### src/rtl/sar_seq_pkg.sv
package sar_seq_pkg;
  typedef enum logic [1:0] {
    PH_IDLE  = 2'd0,
    PH_LOAD  = 2'd1,
    PH_HOLD  = 2'd2,
    PH_TRIAL = 2'd3
  } sar_phase_e;
endpackage

### src/rtl/sar_seq_timer.sv
// Phase sequencer: idle -> charge -> hold -> bit trials -> idle or charge.
module sar_seq_timer
  import sar_seq_pkg::*;
#(
  parameter int LOAD_CYC = 4,
  parameter int SAMP_CYC = 8,
  parameter int RES_W    = 8
) (
  input  logic       clk,
  input  logic       rst,
  input  logic       start,
  input  logic       cont,
  output sar_phase_e phase,
  output logic       launch,
  output logic       step,
  output logic       last
);
  localparam int HOLD_CYC = SAMP_CYC - LOAD_CYC;
  localparam int MAX_A    = (LOAD_CYC > HOLD_CYC) ? LOAD_CYC : HOLD_CYC;
  localparam int MAX_C    = (MAX_A > RES_W) ? MAX_A : RES_W;
  localparam int CNT_W    = $clog2(MAX_C + 1);
  localparam logic [CNT_W-1:0] LOAD_LAST  = CNT_W'(LOAD_CYC - 1);
  localparam logic [CNT_W-1:0] HOLD_LAST  = CNT_W'(HOLD_CYC - 1);
  localparam logic [CNT_W-1:0] TRIAL_LAST = CNT_W'(RES_W - 1);

  logic [CNT_W-1:0] cnt;

  assign launch = (phase == PH_IDLE) && start;
  assign step   = (phase == PH_TRIAL);
  assign last   = step && (cnt == TRIAL_LAST);

  always_ff @(posedge clk) begin
    if (rst) begin
      phase <= PH_IDLE;
      cnt   <= '0;
    end else begin
      unique case (phase)
        PH_IDLE: begin
          cnt <= '0;
          if (start) phase <= PH_LOAD;
        end
        PH_LOAD: begin
          if (cnt == LOAD_LAST) begin
            phase <= PH_HOLD;
            cnt   <= '0;
          end else begin
            cnt <= cnt + 1'b1;
          end
        end
        PH_HOLD: begin
          if (cnt == HOLD_LAST) begin
            phase <= PH_TRIAL;
            cnt   <= '0;
          end else begin
            cnt <= cnt + 1'b1;
          end
        end
        PH_TRIAL: begin
          if (cnt == TRIAL_LAST) begin
            phase <= cont ? PH_LOAD : PH_IDLE;
            cnt   <= '0;
          end else begin
            cnt <= cnt + 1'b1;
          end
        end
        default: begin
          phase <= PH_IDLE;
          cnt   <= '0;
        end
      endcase
    end
  end

  // the charge window advances one count per clock and is never cut short.
  p_load_advance_r2: assert property (@(posedge clk) disable iff (rst)
    (phase == PH_LOAD && cnt != LOAD_LAST) |=> (phase == PH_LOAD && cnt == $past(cnt) + 1'b1));

  // the hold window follows the charge window directly.
  p_hold_follows_r3: assert property (@(posedge clk) disable iff (rst)
    (phase == PH_LOAD && cnt == LOAD_LAST) |=> (phase == PH_HOLD && cnt == '0));

  // trials begin right after the hold window ends.
  p_trial_follows_r4: assert property (@(posedge clk) disable iff (rst)
    (phase == PH_HOLD && cnt == HOLD_LAST) |=> (phase == PH_TRIAL && cnt == '0));

  // a running conversion only leaves the busy phases after its last trial.
  p_no_restart_r8: assert property (@(posedge clk) disable iff (rst)
    (phase != PH_IDLE && !last) |=> (phase != PH_IDLE && !(phase == PH_LOAD && cnt == '0)));
endmodule

### src/rtl/sar_seq_sar.sv
// Successive-approximation register with a rotating one-hot trial mask.
module sar_seq_sar #(
  parameter int RES_W = 8
) (
  input  logic             clk,
  input  logic             rst,
  input  logic             clear,
  input  logic             step,
  input  logic             cmp,
  output logic [RES_W-1:0] trial_code,
  output logic [RES_W-1:0] next_code
);
  localparam logic [RES_W-1:0] MSB_ONLY = {1'b1, {(RES_W-1){1'b0}}};

  logic [RES_W-1:0] acc;
  logic [RES_W-1:0] mask;

  assign trial_code = acc | mask;
  assign next_code  = cmp ? (acc | mask) : acc;

  always_ff @(posedge clk) begin
    if (rst) begin
      acc  <= '0;
      mask <= MSB_ONLY;
    end else if (clear) begin
      acc  <= '0;
      mask <= MSB_ONLY;
    end else if (step) begin
      acc  <= next_code;
      mask <= {mask[0], mask[RES_W-1:1]};
    end
  end

  // exactly one bit under test at all times.
  p_mask_onehot_r4: assert property (@(posedge clk) disable iff (rst)
    $countones(mask) == 1);

  // every conversion starts testing at the most significant bit with nothing kept.
  p_clear_msb_r4: assert property (@(posedge clk) disable iff (rst)
    clear |=> (mask == MSB_ONLY && acc == '0));

  // a comparator high keeps the tested bit, a low drops it.
  p_bit_decide_r4: assert property (@(posedge clk) disable iff (rst)
    (step && !clear) |=> (((acc & $past(mask)) != '0) == $past(cmp)));
endmodule

### src/rtl/sar_seq_cfg.sv
// Captures channel and ladder taps when a conversion is launched.
module sar_seq_cfg #(
  parameter int CH_W  = 3,
  parameter int REF_W = 4
) (
  input  logic             clk,
  input  logic             rst,
  input  logic             capture,
  input  logic [CH_W-1:0]  chan_in,
  input  logic [REF_W-1:0] hi_in,
  input  logic [REF_W-1:0] lo_in,
  output logic [CH_W-1:0]  chan_q,
  output logic [REF_W-1:0] hi_q,
  output logic [REF_W-1:0] lo_q,
  output logic             span_ok
);
  always_ff @(posedge clk) begin
    if (rst) begin
      chan_q  <= '0;
      hi_q    <= '0;
      lo_q    <= '0;
      span_ok <= 1'b0;
    end else if (capture) begin
      chan_q  <= chan_in;
      hi_q    <= hi_in;
      lo_q    <= lo_in;
      span_ok <= (hi_in > lo_in);
    end
  end
endmodule

### src/rtl/sar_seq_ctrl.sv
module sar_seq_ctrl
  import sar_seq_pkg::*;
#(
  parameter int RES_W    = 8,
  parameter int CH_N     = 8,
  parameter int REF_W    = 4,
  parameter int LOAD_CYC = 4,
  parameter int SAMP_CYC = 8,
  localparam int CH_W    = (CH_N > 1) ? $clog2(CH_N) : 1
) (
  input  logic             clk,
  input  logic             rst,
  input  logic [CH_W-1:0]  cfg_chan,
  input  logic             cfg_cont,
  input  logic             cfg_start,
  input  logic [REF_W-1:0] cfg_ref_hi,
  input  logic [REF_W-1:0] cfg_ref_lo,
  input  logic             cmp_above,
  output logic [CH_W-1:0]  mux_sel,
  output logic             sw_track,
  output logic             sw_hold,
  output logic [REF_W-1:0] ref_hi_tap,
  output logic [REF_W-1:0] ref_lo_tap,
  output logic [RES_W-1:0] dac_code,
  output logic [RES_W-1:0] result,
  output logic             busy,
  output logic             eoc_irq
);
  sar_phase_e       phase;
  logic             launch;
  logic             step;
  logic             last;
  logic             clear;
  logic             span_ok;
  logic [RES_W-1:0] trial_code;
  logic [RES_W-1:0] next_code;

  sar_seq_timer #(
    .LOAD_CYC(LOAD_CYC),
    .SAMP_CYC(SAMP_CYC),
    .RES_W   (RES_W)
  ) u_timer (
    .clk   (clk),
    .rst   (rst),
    .start (cfg_start),
    .cont  (cfg_cont),
    .phase (phase),
    .launch(launch),
    .step  (step),
    .last  (last)
  );

  assign clear = launch | (last & cfg_cont);

  sar_seq_sar #(
    .RES_W(RES_W)
  ) u_sar (
    .clk       (clk),
    .rst       (rst),
    .clear     (clear),
    .step      (step),
    .cmp       (cmp_above),
    .trial_code(trial_code),
    .next_code (next_code)
  );

  sar_seq_cfg #(
    .CH_W (CH_W),
    .REF_W(REF_W)
  ) u_cfg (
    .clk    (clk),
    .rst    (rst),
    .capture(launch),
    .chan_in(cfg_chan),
    .hi_in  (cfg_ref_hi),
    .lo_in  (cfg_ref_lo),
    .chan_q (mux_sel),
    .hi_q   (ref_hi_tap),
    .lo_q   (ref_lo_tap),
    .span_ok(span_ok)
  );

  always_ff @(posedge clk) begin
    if (rst) begin
      result  <= '0;
      eoc_irq <= 1'b0;
    end else begin
      eoc_irq <= last;
      if (last) result <= span_ok ? next_code : '0;
    end
  end

  assign busy     = (phase != PH_IDLE);
  assign sw_track = (phase == PH_LOAD);
  assign sw_hold  = (phase == PH_HOLD);
  assign dac_code = step ? trial_code : '0;

  // the end-of-conversion pulse never lasts two cycles.
  p_eoc_pulse_r5: assert property (@(posedge clk) disable iff (rst)
    eoc_irq |=> !eoc_irq);

  // busy only drops together with the end-of-conversion pulse.
  p_busy_drop_r5: assert property (@(posedge clk) disable iff (rst)
    $fell(busy) |-> eoc_irq);

  // the result register moves only with the pulse.
  p_result_quiet_r6: assert property (@(posedge clk) disable iff (rst)
    !$stable(result) |-> eoc_irq);

  // the channel is held for as long as the block stays busy.
  p_chan_hold_r7: assert property (@(posedge clk) disable iff (rst)
    (busy && $past(busy)) |-> $stable(mux_sel));

  // ladder taps are held for as long as the block stays busy.
  p_taps_hold_r9: assert property (@(posedge clk) disable iff (rst)
    (busy && $past(busy)) |-> ($stable(ref_hi_tap) && $stable(ref_lo_tap)));

  // an empty or inverted span yields a zero result.
  p_zero_span_r10: assert property (@(posedge clk) disable iff (rst)
    (eoc_irq && !(ref_hi_tap > ref_lo_tap)) |-> (result == '0));

  // the charge and hold controls never overlap.
  p_sw_exclusive_r3: assert property (@(posedge clk) disable iff (rst)
    !(sw_track && sw_hold));
endmodule

### config.mk
export PLATFORM = sky130hd
export DESIGN_NAME = sar_seq_ctrl
export DESIGN_NICKNAME = d
export VERILOG_FILES = /design/src/rtl/sar_seq_pkg.sv /design/src/rtl/sar_seq_timer.sv /design/src/rtl/sar_seq_sar.sv /design/src/rtl/sar_seq_cfg.sv /design/src/rtl/sar_seq_ctrl.sv
export SDC_FILE = /design/constraint.sdc
export NUM_CORES = 1
export LEC_CHECK = 0
export BUFFER_PORTS_ARGS = -buffer_cell sky130_fd_sc_hd__buf_2
export CORE_MARGIN = 5
export CORE_UTILIZATION = 47
export DETAILED_ROUTE_END_ITERATION = 16
export PLACE_DENSITY = 0.71
export SYNTH_ARGS = -nofsm -noshare
export SYNTH_HDL_FRONTEND = slang
export SYNTH_SLANG_ARGS = --single-unit
### constraint.sdc
create_clock -name clk -period 1.7 [get_ports clk]
set_clock_uncertainty 0.15 [all_clocks]
set_input_delay 0.085 -clock clk [delete_from_list [all_inputs] [get_ports clk]]
set_output_delay 0.085 -clock clk [all_outputs]
set_load 0.05 [all_outputs]
== Yosys cells after proc, flatten, opt, wreduce, memory -nomap -nowiden ==
Index checks and enable logic that the tools add are counted.
Storage, ports and cells
  memories kept: 0
  memory bits (read-only): 0
  output and inout port bits: 31
  bits in latches: 0
  bits in registers: 43
  bits in writable memories: 0
Operators by class
  bitwise logic cells: 3
  div/mod/pow operators: 0
  $mul: 0
  reduce and logical (&&, ||, !) cells: 7
  shifts and indexed selects: 0
  multiplexer cells: 12
  $add $sub $neg: 1
  equal/unequal tests: 9
  $lt $le $gt $ge: 1
Operators by type and width (number)
  8-bit two-way mux: 3
  4-bit one-hot mux with 3 select lines: 1
  2-bit two-way mux: 4
  4-bit two-way mux: 2
  8-bit OR: 1
  2-bit one-hot mux with 4 select lines: 1
  2-bit by 1-bit inequality test with 1-bit output, second input constant: 3
  4-bit by 1-bit adder with 4-bit output, second input constant: 1
  2-bit equality test, second input constant: 2
  4-bit by 2-bit equality test with 1-bit output, second input constant: 1
  4-bit by 3-bit equality test with 1-bit output, second input constant: 1
  4-bit greater-than comparator: 1
  4-bit AND reduction: 1
  2-bit OR reduction: 2
  2-bit by 1-bit equality test with 1-bit output, second input constant: 1
  1-bit logical AND: 2
  2-bit logical NOT: 1
  2-bit inequality test, second input constant: 1
  2-bit nonzero test: 1
  1-bit bitwise AND: 1
  1-bit two-way mux: 1
  1-bit OR: 1

== Depth between registers and ports, before layout ==
Gate-level depths: netlist of run 1.
  word-level depth: 5
  depth in mapped cells: 6

== Cells and area by module ==
Synthesis of run 1 repeated with hierarchy kept, for this count alone.
Second synthesis, totals
  cells, all modules: 216
  area, all modules: 2083.2 µm²
Modules (own cells, without submodules)
  sar_seq_sar: area an instance 675.6 µm², cells an instance 71, seq. area each 320.3 µm², times used 1
  sar_seq_cfg: area an instance 523.0 µm², cells an instance 52, seq. area each 240.2 µm², times used 1
  sar_seq_ctrl: area an instance 500.5 µm², cells an instance 49, seq. area each 180.2 µm², times used 1
  sar_seq_timer: area an instance 384.1 µm², cells an instance 44, seq. area each 120.1 µm², times used 1

== Least setup slack after synthesis of run 1 ==
Ideal clock, no wire load.
  path type: register -> register
  start point: reg u_timer.phase[0]
  end point: reg u_sar.mask[7]
  path slack: -0.082 ns
  cell stages (with the launch flop): 6
  data arrival time: 1.512 ns
  period minus slack after synthesis: 1.782 ns
  required time: 1.430 ns
  buffers on the path: 0
  cells stage by stage: dfxtp_1 > inv_1 > ha_1 > and2_1 > a311o_2 > a211o_1
Between the ends
  longest elaborated chain between the ends: 5
  elaborated cells between the ends (all ways): 7
  classes of those cells: eq/ne (1); bitwise (2); reduce/logical (4)
RTL lines
  start: declaration: RTL line sar_seq_timer.sv:13  | output sar_phase_e phase,
  start signal: assignment: RTL line sar_seq_timer.sv:60  | phase <= cont ? PH_LOAD : PH_IDLE;
  2-bit equality test: RTL line sar_seq_timer.sv:29  | assign step = (phase == PH_TRIAL);
  1-bit logical AND: RTL line sar_seq_timer.sv:30  | assign last = step && (cnt == TRIAL_LAST);
  1-bit bitwise AND: RTL line sar_seq_ctrl.sv:53  | assign clear = launch | (last & cfg_cont);
  1-bit OR: RTL line sar_seq_ctrl.sv:53
  2-bit OR reduction (no source line)
  end signal: assignment: RTL line sar_seq_sar.sv:30  | mask <= {mask[0], mask[RES_W-1:1]};
  end: declaration: RTL line sar_seq_sar.sv:16  | logic [RES_W-1:0] mask;
Parallel ways exist; a longest one is shown, timed or not.
A chain may end at the register's enable or synchronous reset.

== Final worst setup path of run 1 ==
  start point: reg u_timer.cnt[0]
  end point: reg u_sar.mask[7]
Between the ends
  longest elaborated chain between the ends: 5
RTL lines
  start: declaration: RTL line sar_seq_timer.sv:26  | logic [CNT_W-1:0] cnt;
  start signal: assignment: RTL line sar_seq_timer.sv:47  | cnt <= cnt + 1'b1;
  start signal: assignment: RTL line sar_seq_timer.sv:55  | cnt <= cnt + 1'b1;
  start signal: assignment: RTL line sar_seq_timer.sv:63  | cnt <= cnt + 1'b1;
  4-bit by 3-bit equality test with 1-bit output: RTL line sar_seq_timer.sv:30
  1-bit logical AND: RTL line sar_seq_timer.sv:30
  1-bit bitwise AND: RTL line sar_seq_ctrl.sv:53
  1-bit OR: RTL line sar_seq_ctrl.sv:53
  2-bit OR reduction (no source line)
Every way passes these cells.

==> flow_summary.json, run 1 <==
{
  "antennaDiodeCount": 0,
  "ys.flop_type": "dfxtp_1",
  "slew_viol_final": 0,
  "placed_area_um2": 2180,
  "highest_layer": "met4",
  "wirelength_um": 4370,
  "synth_enable_flop_cells": 0,
  "syn_avg_cell_area_um2": 8.25,
  "yosysUniqueCellTypes": 27,
  "rsz0062_at_grt": "true",
  "cap_violations": 0,
  "worstMarginPinSlew_ps": 291,
  "synthTopCellsByArea": "dfxtp_1 (47%), nor2_1 (8.1%), a21oi_1 (7.9%)",
  "fmax_mhz": 595,
  "synthCells": 224,
  "clk_path_buf_depth": 2,
  "coreArea_um2": 3740,
  "power.leakage_nw": 1.12,
  "arrival_ps": 1710,
  "min_period_ps": 1680,
  "cp-start-kind": "flop",
  "outcome": "finished, final reports clean",
  "die_h_um": 72.7,
  "antenna_found_initial": 0,
  "cts_tree": "done",
  "grt_pass1_vias": 1613,
  "wl_met3_um": 361,
  "endpoint_kind": "flop",
  "relSlewSlack": 0.805,
  "hp-class": "input port to flop",
  "instances_no_fill": 342,
  "yosys.area.top_type": "dfxtp_1",
  "die_x_um": 72.7,
  "syn_area_um2": 1850,
  "nets": 319,
  "wl_met1_um": 1950,
  "async_reset_ff_frac": 0,
  "dp_cells": 319,
  "drtIter0Drc": 66,
  "hold_viol": 0,
  "wl_per_cell_um": 12.8,
  "worst_slack_ps": 18.9,
  "pin_count": 47,
  "required_ps": 1730,
  "cts.sinks": 43,
  "antenna_left": 0,
  "grt_max_degree": 20,
  "firstDrtPassIters": 4,
  "critPathKind": "flop to flop",
  "synth_nets": 250,
  "finalSetupViolations": 0,
  "dp_slack_ps": 48.6,
  "rows": 22,
  "fin_area_um2": 2530,
  "vias": 1703,
  "root_buffer": "clkbuf_8",
  "numCtsBuffers": 5,
  "die_area_um2": 5290,
  "clkLatencyLatePin_ps": 290,
  "power_density_nw_per_um2": 1180,
  "hp-start": "cfg_start",
  "r2r-start": "u_timer.cnt[0]",
  "globalplace.congestion": 0.763,
  "met2_length_um": 2010,
  "yosysWarnings": 0,
  "grt_usage": 0.172,
  "synth-seq-cells": 43,
  "seq_area_frac_synth": 0.466,
  "critPathMaxFanout": 3,
  "htree_num_levels": 2,
  "hpwl_um": 2970,
  "initial_utilization": 0.494,
  "port_buffers": 46,
  "yosys.area.top_type_share": 0.466,
  "finalCritPeriodShare": 0.989,
  "ir_drop_mv": 0.557,
  "cp-startpoint": "u_timer.cnt[0]",
  "via_per_inst": 4.98,
  "syn2layout_area_growth_pct": 37.0,
  "grt_pass1_wl_um": 7140,
  "drive_gt1_frac": 0.296,
  "grt_overflow": 0,
  "path_clk_slew_ps": 80,
  "drc": 0
}
-- per-layer routing --
layer / up-vias / GRT usage
met1: 760 / 0.207
met4: 0 / 0.0635
met5: - / 0
met2: 50 / 0.287
met3: 5 / 0.0551
li1: 888 / -
-- final cells by class --
| cell class | instances | area, um2 |
|---|---|---|
| Multi-Input combinational cell | 160 | 953 |
| Inverter | 10 | 37.5 |
| Timing Repair Buffer | 73 | 531 |
| Sequential cell | 43 | 865 |
| Fill cell | 332 | 1210 |
| Clock buffer | 6 | 72.6 |
| Clock inverter | 2 | 12.5 |
| Tap cell | 48 | 60.1 |
-- synth_stat cells, types with 2 or more instances --
master / n
clkbuf_1: 9
o21ai_0: 4
mux2i_1: 8
nand3_1: 10
o211ai_1: 2
a211o_1: 2
a21oi_1: 29
ha_1: 10
dfxtp_1: 43
nor2_1: 40
a21o_1: 8
and2_1: 3
inv_1: 10
nand2_1: 33
-- repair_timing --
item / in CTS / in global routing
endpoints found under the hold margin: 15 / 0
resized for setup: 21 / 19
endpoints found under the setup margin: 8 / 22
hold buffers: 13 / 0
pin swaps: 0 / 1
setup buffers: 0 / 2
-- power by group --
part           internal (W)  switching [W]  leakage, nW
combinational      0.000448       0.000769        0.733
sequential          0.00110      0.0000583        0.350
clock              0.000287       0.000332       0.0412
total               0.00184        0.00116         1.12
-- state kept, by name, summed over array words and instances (netlist names), 2 cells and up --
register       cells
result             8
u_sar.acc          8
u_sar.mask         8
u_cfg.hi_q         4
u_cfg.lo_q         4
u_timer.cnt        4
u_cfg.chan_q       3
u_timer.phase      2
-- worst max-delay path: stages, from the launching register on --
cell	delay (ps)
dfxtp_2	330
ha_2	190
and3b_2	210
a311o_2	420
a211o_1	270
-- through the flow --
| step | total power, W | setup TNS [ps] | hold slack (ps) | utilization |
|---|---|---|---|---|
| final | 0.00299 | 0 | 59.7 | 0.676 |
| after global placement | 0.00226 | 0 | 181 | 0.583 |
| after detailed placement | 0.00227 | 0 | 192 | 0.583 |
| after CTS | 0.00295 | 0 | 48.7 | 0.657 |
| after global routing | 0.00318 | -98.9 | 78.2 | 0.676 |
| after floorplan | 0.00198 | -491 | 71.0 | - |
-- cells by family (layout without fill, tap and decap cells) --
kind of cell | count (synthesis) | in the layout | share of synthesized area
compound gates | 49 | 49 | 0.161
xor+xnor | 1 | 1 | 0.00474
fa+ha+maj | 10 | 10 | 0.0677
buf+inv | 21 | 91 | 0.0474
flops | 43 | 43 | 0.466
mux | 8 | 8 | 0.0433
simple gates | 92 | 92 | 0.210
-- layout by cell type (no fill, tap or decap), types with 5 or more instances in the layout --
cell / netlist / final
dfxtp_1: 43 / 40
buf_2: 1 / 38
nand2_1: 33 / 33
nor2_1: 40 / 32
a21oi_1: 29 / 29
dlygate4sd3_1: 0 / 13
buf_4: 0 / 12
nand3_1: 10 / 10
inv_1: 10 / 9
mux2i_1: 8 / 8
a21o_1: 8 / 8
buf_6: 1 / 8
nor2_2: 0 / 6
ha_1: 10 / 6
clkbuf_8: 0 / 5
-- final timing paths --
kind	slack, ps	cells past startpoint	to
worst max-delay path	20	4	u_sar.mask[7]
worst min-delay path	60	4	u_cfg.lo_q[0]
worst max register to register	20	4	u_sar.mask[7]
worst min register to register	270	1	u_timer.cnt[0]
No activity file was read; power rests on OpenSTA's default activity.
==> inputs of run 2 (changes only) <==
==> constraint.sdc (replaced) <==
create_clock -name clk -period 1.7 [get_ports clk]
set_clock_uncertainty 0.15 [all_clocks]
set_input_delay 0.17 -clock clk [delete_from_list [all_inputs] [get_ports clk]]
set_output_delay 0.17 -clock clk [all_outputs]
set_load 0.05 [all_outputs]
==> run 2 against run 1 <==
  * Register-to-register slack better by 50 ps
  * Power up 10%
  * Via count up 0.94%
  * Clock power up 50%
  * Global-route usage down 0.71 points
  * Routed wire length up 0.43%
  * Non-clock buffer count down 2
  * Cell count down 0.58%
  * Sequential share of layout area down 0.90 points
  * First-iteration DRC count down 1.5%
  * Count of clock-buffer cells in the layout unchanged
  * Setup slack better by 12 ps
  * Highest routed layer unchanged
==> flow_summary.json, run 2 (synthesized netlist as in run 1, its figures left out) <==
{
  "root_buffer": "clkbuf_8",
  "hp-class": "input port to flop",
  "via_per_inst": 5.06,
  "grt_usage": 0.165,
  "clkLatencyLatePin_ps": 290,
  "dp_slack_ps": 52.2,
  "swShare": 0.357,
  "drc": 0,
  "min_period_ps": 1670,
  "clock_power_share": 0.282,
  "grt_overflow": 0,
  "critPathMaxFanout": 2,
  "hold_viol": 0,
  "vias": 1719,
  "nets": 317,
  "rows": 22,
  "worstMarginPinSlew_ps": 300,
  "cp-start-kind": "input port",
  "required_ps": 1770,
  "finalSetupViolations": 0,
  "wirelength_um": 4390,
  "die_area_um2": 5290,
  "antenna_left": 0,
  "antennaDiodeCount": 0,
  "layout_commonest_cell": "dfxtp_1",
  "power.leakage_nw": 1.15,
  "power.internal_w": 0.00212,
  "power_frac_seq": 0.359,
  "arrival_ps": 1740,
  "cts.sinks": 43,
  "cts_tree": "done",
  "pin_count": 47,
  "reg2reg_depth": 5,
  "clk_path_buf_depth": 2,
  "antenna_found_initial": 0,
  "worst_slack_ps": 30.5,
  "grt_pass1_wl_um": 6910,
  "outcome": "finished, final reports clean",
  "cp-startpoint": "cfg_ref_hi[0]",
  "firstDrtPassIters": 4,
  "coreArea_um2": 3740,
  "power.switching_w": 0.00118,
  "drive_gt1_frac": 0.298,
  "fin_util": 0.698,
  "globalplace.congestion": 0.799,
  "grt_max_degree": 22,
  "power_density_nw_per_um2": 1260,
  "rrSetupSlack_ps": 70,
  "drtIter0Drc": 65,
  "final_cell_mix": "dfxtp_1 (41), buf_2 (38), nand2_1 (33)",
  "hp-start": "cfg_cont",
  "fmax_mhz": 599,
  "slew_viol_final": 0,
  "port_buffers": 46,
  "hold_slack_ps": 16.6,
  "initial_utilization": 0.494,
  "power_frac_comb": 0.360,
  "cp-endpoint": "u_cfg.span_ok",
  "multiInputGateArea_um2": 1000,
  "numCtsBuffers": 5,
  "nFillCells": 307,
  "cap_violations": 0,
  "die_h_um": 72.7,
  "ir_drop_mv": 0.823,
  "syn2layout_area_growth_pct": 41.3,
  "grt_pass1_vias": 1581,
  "path_clk_slew_ps": 80,
  "regArea_um2": 868,
  "top_regs": "result: 8 flops, u_sar.acc: 8 flops, u_sar.mask: 8 flops",
  "critPathKind": "input port to flop",
  "r2r-start": "u_timer.phase[1]",
  "wl_per_cell_um": 12.9,
  "timing.rr.end": "u_sar.mask[7]",
  "hpwl_um": 2950,
  "relSlewSlack": 0.799,
  "finalCritPeriodShare": 0.982,
  "htree_num_levels": 2,
  "die_x_um": 72.7,
  "endpoint_kind": "flop"
}
[run 2: changes by cell type in the layout (fill, tap and decap cells not counted), sizes merged]
cell         delta
clkinv          -1
buf             -1
dlygate4sd3     -1
clkinvlp        -1
bufinv          +2
[run 2: stage by stage]
step	power (W)	cells	TNS [ps]	cell area, um2
6_report	0.00330	340	0	2610
5_1_grt	0.00348	340	-25.3	2610
4_1_cts	0.00324	339	0	2480
3_5_place_dp	0.00226	319	0	2180
3_3_place_gp	0.00225	319	0	2180
2_1_floorplan	0.00198	224	-795	1850
[run 2: worst min-delay path by stage]
stage,endpoint,slack (ps),depth (start not counted)
4_1_cts,u_timer.phase[0],6,3
2_1_floorplan,u_cfg.hi_q[1],160,2
6_report,u_timer.phase[0],20,3
5_1_grt,u_timer.phase[0],30,3
3_3_place_gp,u_timer.phase[0],250,2
3_5_place_dp,u_timer.phase[0],260,2
[run 2: area by class of cell]
type | count | area share
Clock inverter | 2 | 0.0230
Clock buffer | 6 | 0.0278
Timing Repair Buffer | 71 | 0.194
Inverter | 10 | 0.0153
Tap cell | 48 | 0.0230
Multi-Input combinational cell | 160 | 0.385
Sequential cell | 43 | 0.333
[run 2: timing repair]
item,4_1_cts,5_1_grt
setup buffers,0,1
pin swaps,0,1
endpoints found under the hold margin,13,0
endpoints found under the setup margin,8,19
hold buffers,12,0
resized for setup,16,29
[run 2: worst max-delay path, cell delays in order]
cell and delay [ps]:
dlygate4sd3_1 540, buf_2 120, inv_1 40, ha_1 290, and4_1 190, a211o_1 260, a21oi_1 120
[run 2: routing by layer]
layer  vias to the layer above  GRT usage  wire length, um
met2                        48      0.282             2090
met3                         5     0.0455              316
met5                         -          0                0
li1                        885          -                -
met1                       781      0.202             1940
met4                         0     0.0492               43
[run 2: power by group through the flow]
stage	registers [W]	clock network, W	logic, W
3_5_place_dp	0.00119	0	0.00107
3_3_place_gp	0.00119	0	0.00106
4_1_cts	0.00119	0.000944	0.00111
5_1_grt	0.00120	0.000986	0.00129
6_report	0.00118	0.000931	0.00119
2_1_floorplan	0.00134	0	0.000643
==> inputs of run 3 (changes only) <==
--- a/config.mk
+++ b/config.mk
@@ -6,10 +6,12 @@
 export NUM_CORES = 1
 export LEC_CHECK = 0
 export BUFFER_PORTS_ARGS = -buffer_cell sky130_fd_sc_hd__buf_2
+export CELL_PAD_IN_SITES_DETAIL_PLACEMENT = 0
+export CELL_PAD_IN_SITES_GLOBAL_PLACEMENT = 1
 export CORE_MARGIN = 5
-export CORE_UTILIZATION = 47
+export CORE_UTILIZATION = 34
 export DETAILED_ROUTE_END_ITERATION = 16
-export PLACE_DENSITY = 0.71
+export PLACE_DENSITY = 0.7
 export SYNTH_ARGS = -nofsm -noshare
 export SYNTH_HDL_FRONTEND = slang
 export SYNTH_SLANG_ARGS = --single-unit
==> run 3 against run 2 <==
  * Clock power fell by 24%
  * Global-route usage fell by 3.2 points
  * Count of clock-buffer cells in the layout rose by 1
  * Critical path depth fell by 1
  * Core utilization fell by 20 points
  * Combinational power barely moved
  * Power fell by 7.2%
==> flow_summary.json, run 3 (synthesized netlist as in run 1, its figures left out) <==
{
  "rows": 26,
  "clk_path_buf_depth": 2,
  "cts_tree": "done",
  "grt_pass1_vias": 1614,
  "nets": 319,
  "root_buffer": "clkbuf_8",
  "power.leakage_nw": 1.14,
  "critical_path.cell_chain": "dlygate4sd3_1 -> buf_2 -> ha_1 -> and4_1 -> a211o_1 -> a21oi_1",
  "grt_usage": 0.133,
  "coreArea_um2": 5200,
  "arrival_ps": 1740,
  "hp-class": "input port to flop",
  "hp-start": "cfg_cont",
  "grt_overflow": 0,
  "r2r-start": "u_timer.phase[1]",
  "hold_viol": 0,
  "critPathKind": "input port to flop",
  "via_per_inst": 4.58,
  "port_buffers": 46,
  "relSlewSlack": 0.790,
  "min_period_ps": 1670,
  "die_h_um": 83.7,
  "firstDrtPassIters": 4,
  "min_path_cells": 3,
  "rsz0062_at_grt": "true",
  "htree_num_levels": 2,
  "vias": 1667,
  "fmax_mhz": 598,
  "clkLatencyLatePin_ps": 280,
  "initial_utilization": 0.355,
  "wirelength_um": 4440,
  "cp-startpoint": "cfg_ref_hi[3]",
  "cap_violations": 0,
  "layout_commonest_cell": "dfxtp_1",
  "critPathMaxFanout": 3,
  "reg2reg_depth": 5,
  "slew_viol_final": 0,
  "numCtsBuffers": 5,
  "slowest_delay_ps": 540,
  "cts.sinks": 43,
  "power_density_nw_per_um2": 1190,
  "hpwl_um": 3170,
  "die_x_um": 83.7,
  "drc": 0,
  "worstMarginPinSlew_ps": 314,
  "globalplace.congestion": 0.763,
  "required_ps": 1770,
  "top_regs": "result: 8 flops, u_sar.acc: 8 flops, u_sar.mask: 8 flops",
  "final_cell_mix": "dfxtp_1 (40), buf_2 (38), nor2_1 (33), nand2_1 (33), a21oi_1 (29)",
  "pin_count": 47,
  "antenna_found_initial": 0,
  "antennaDiodeCount": 0,
  "die_area_um2": 7010,
  "grt_max_degree": 25,
  "outcome": "finished, final reports clean",
  "path_clk_slew_ps": 80,
  "antenna_left": 0,
  "p_total_w": 0.00306,
  "wl_per_cell_um": 12.2,
  "grt_pass1_wl_um": 7780,
  "drtIter0Drc": 76,
  "drive_gt1_frac": 0.310,
  "finalSetupViolations": 0,
  "critPathSlowestCell": "dlygate4sd3_1",
  "ir_drop_mv": 0.555,
  "syn2layout_area_growth_pct": 39.3,
  "setup_tns_ps": 0,
  "cp-start-kind": "input port",
  "finalCritPeriodShare": 0.984,
  "endpoint_kind": "flop"
}
-- run 3: final cells by class --
| type | instances | area, um2 |
|---|---|---|
| Sequential cell | 43 | 870 |
| Inverter | 10 | 40.0 |
| Timing Repair Buffer | 73 | 514 |
| Clock inverter | 1 | 7.51 |
| Fill cell | 519 | 2630 |
| Tap cell | 70 | 87.6 |
| Multi-Input combinational cell | 160 | 960 |
| Clock buffer | 7 | 96.3 |
-- run 3: where the power goes --
group | switching, W | total (W) | internal [W]
Clock | 0.000342 | 0.000711 | 0.000370
Sequential | 0.0000820 | 0.00119 | 0.00111
Combinational | 0.000742 | 0.00116 | 0.000421
-- run 3: worst max-delay path, delay by kind of cell --
family / cells / cell delay (ps)
fa+ha+maj: 1 / 320
compound gates: 2 / 370
buf+inv: 2 / 670
simple gates: 1 / 210
-- run 3: through the flow --
step	cells	hold WS, ps	setup slack, ps	area, um2	utilization
after global routing	364	36.9	-7.36	2570	0.495
after floorplan	224	156	-98.4	1850	-
after global placement	341	269	66.7	2210	0.425
after detailed placement	341	271	45.3	2210	0.425
final	364	29.5	27.6	2570	0.495
after CTS	361	15.7	-10.1	2480	0.477
-- run 3: final timing paths --
path                       to  slack, ps
max             u_cfg.span_ok         30
min          u_timer.phase[0]         30
max reg2reg     u_sar.mask[7]         80
min reg2reg    u_timer.cnt[0]        270
-- run 3: per-layer routing --
layer,track usage,vias up,share of wire
met3,0.0474,2,0.060
met5,0,-,0
met4,0.0263,0,0.0034
met1,0.176,732,0.49
met2,0.210,46,0.45
li1,-,887,-
-- run 3: what timing repair did --
action                     4_1_cts  5_1_grt
pin swaps                        0        2
hold endpoints to repair        11        0
setup endpoints to repair        8       27
hold buffers                    11        0
buffers inserted                 1        3
gates resized for setup         16       25
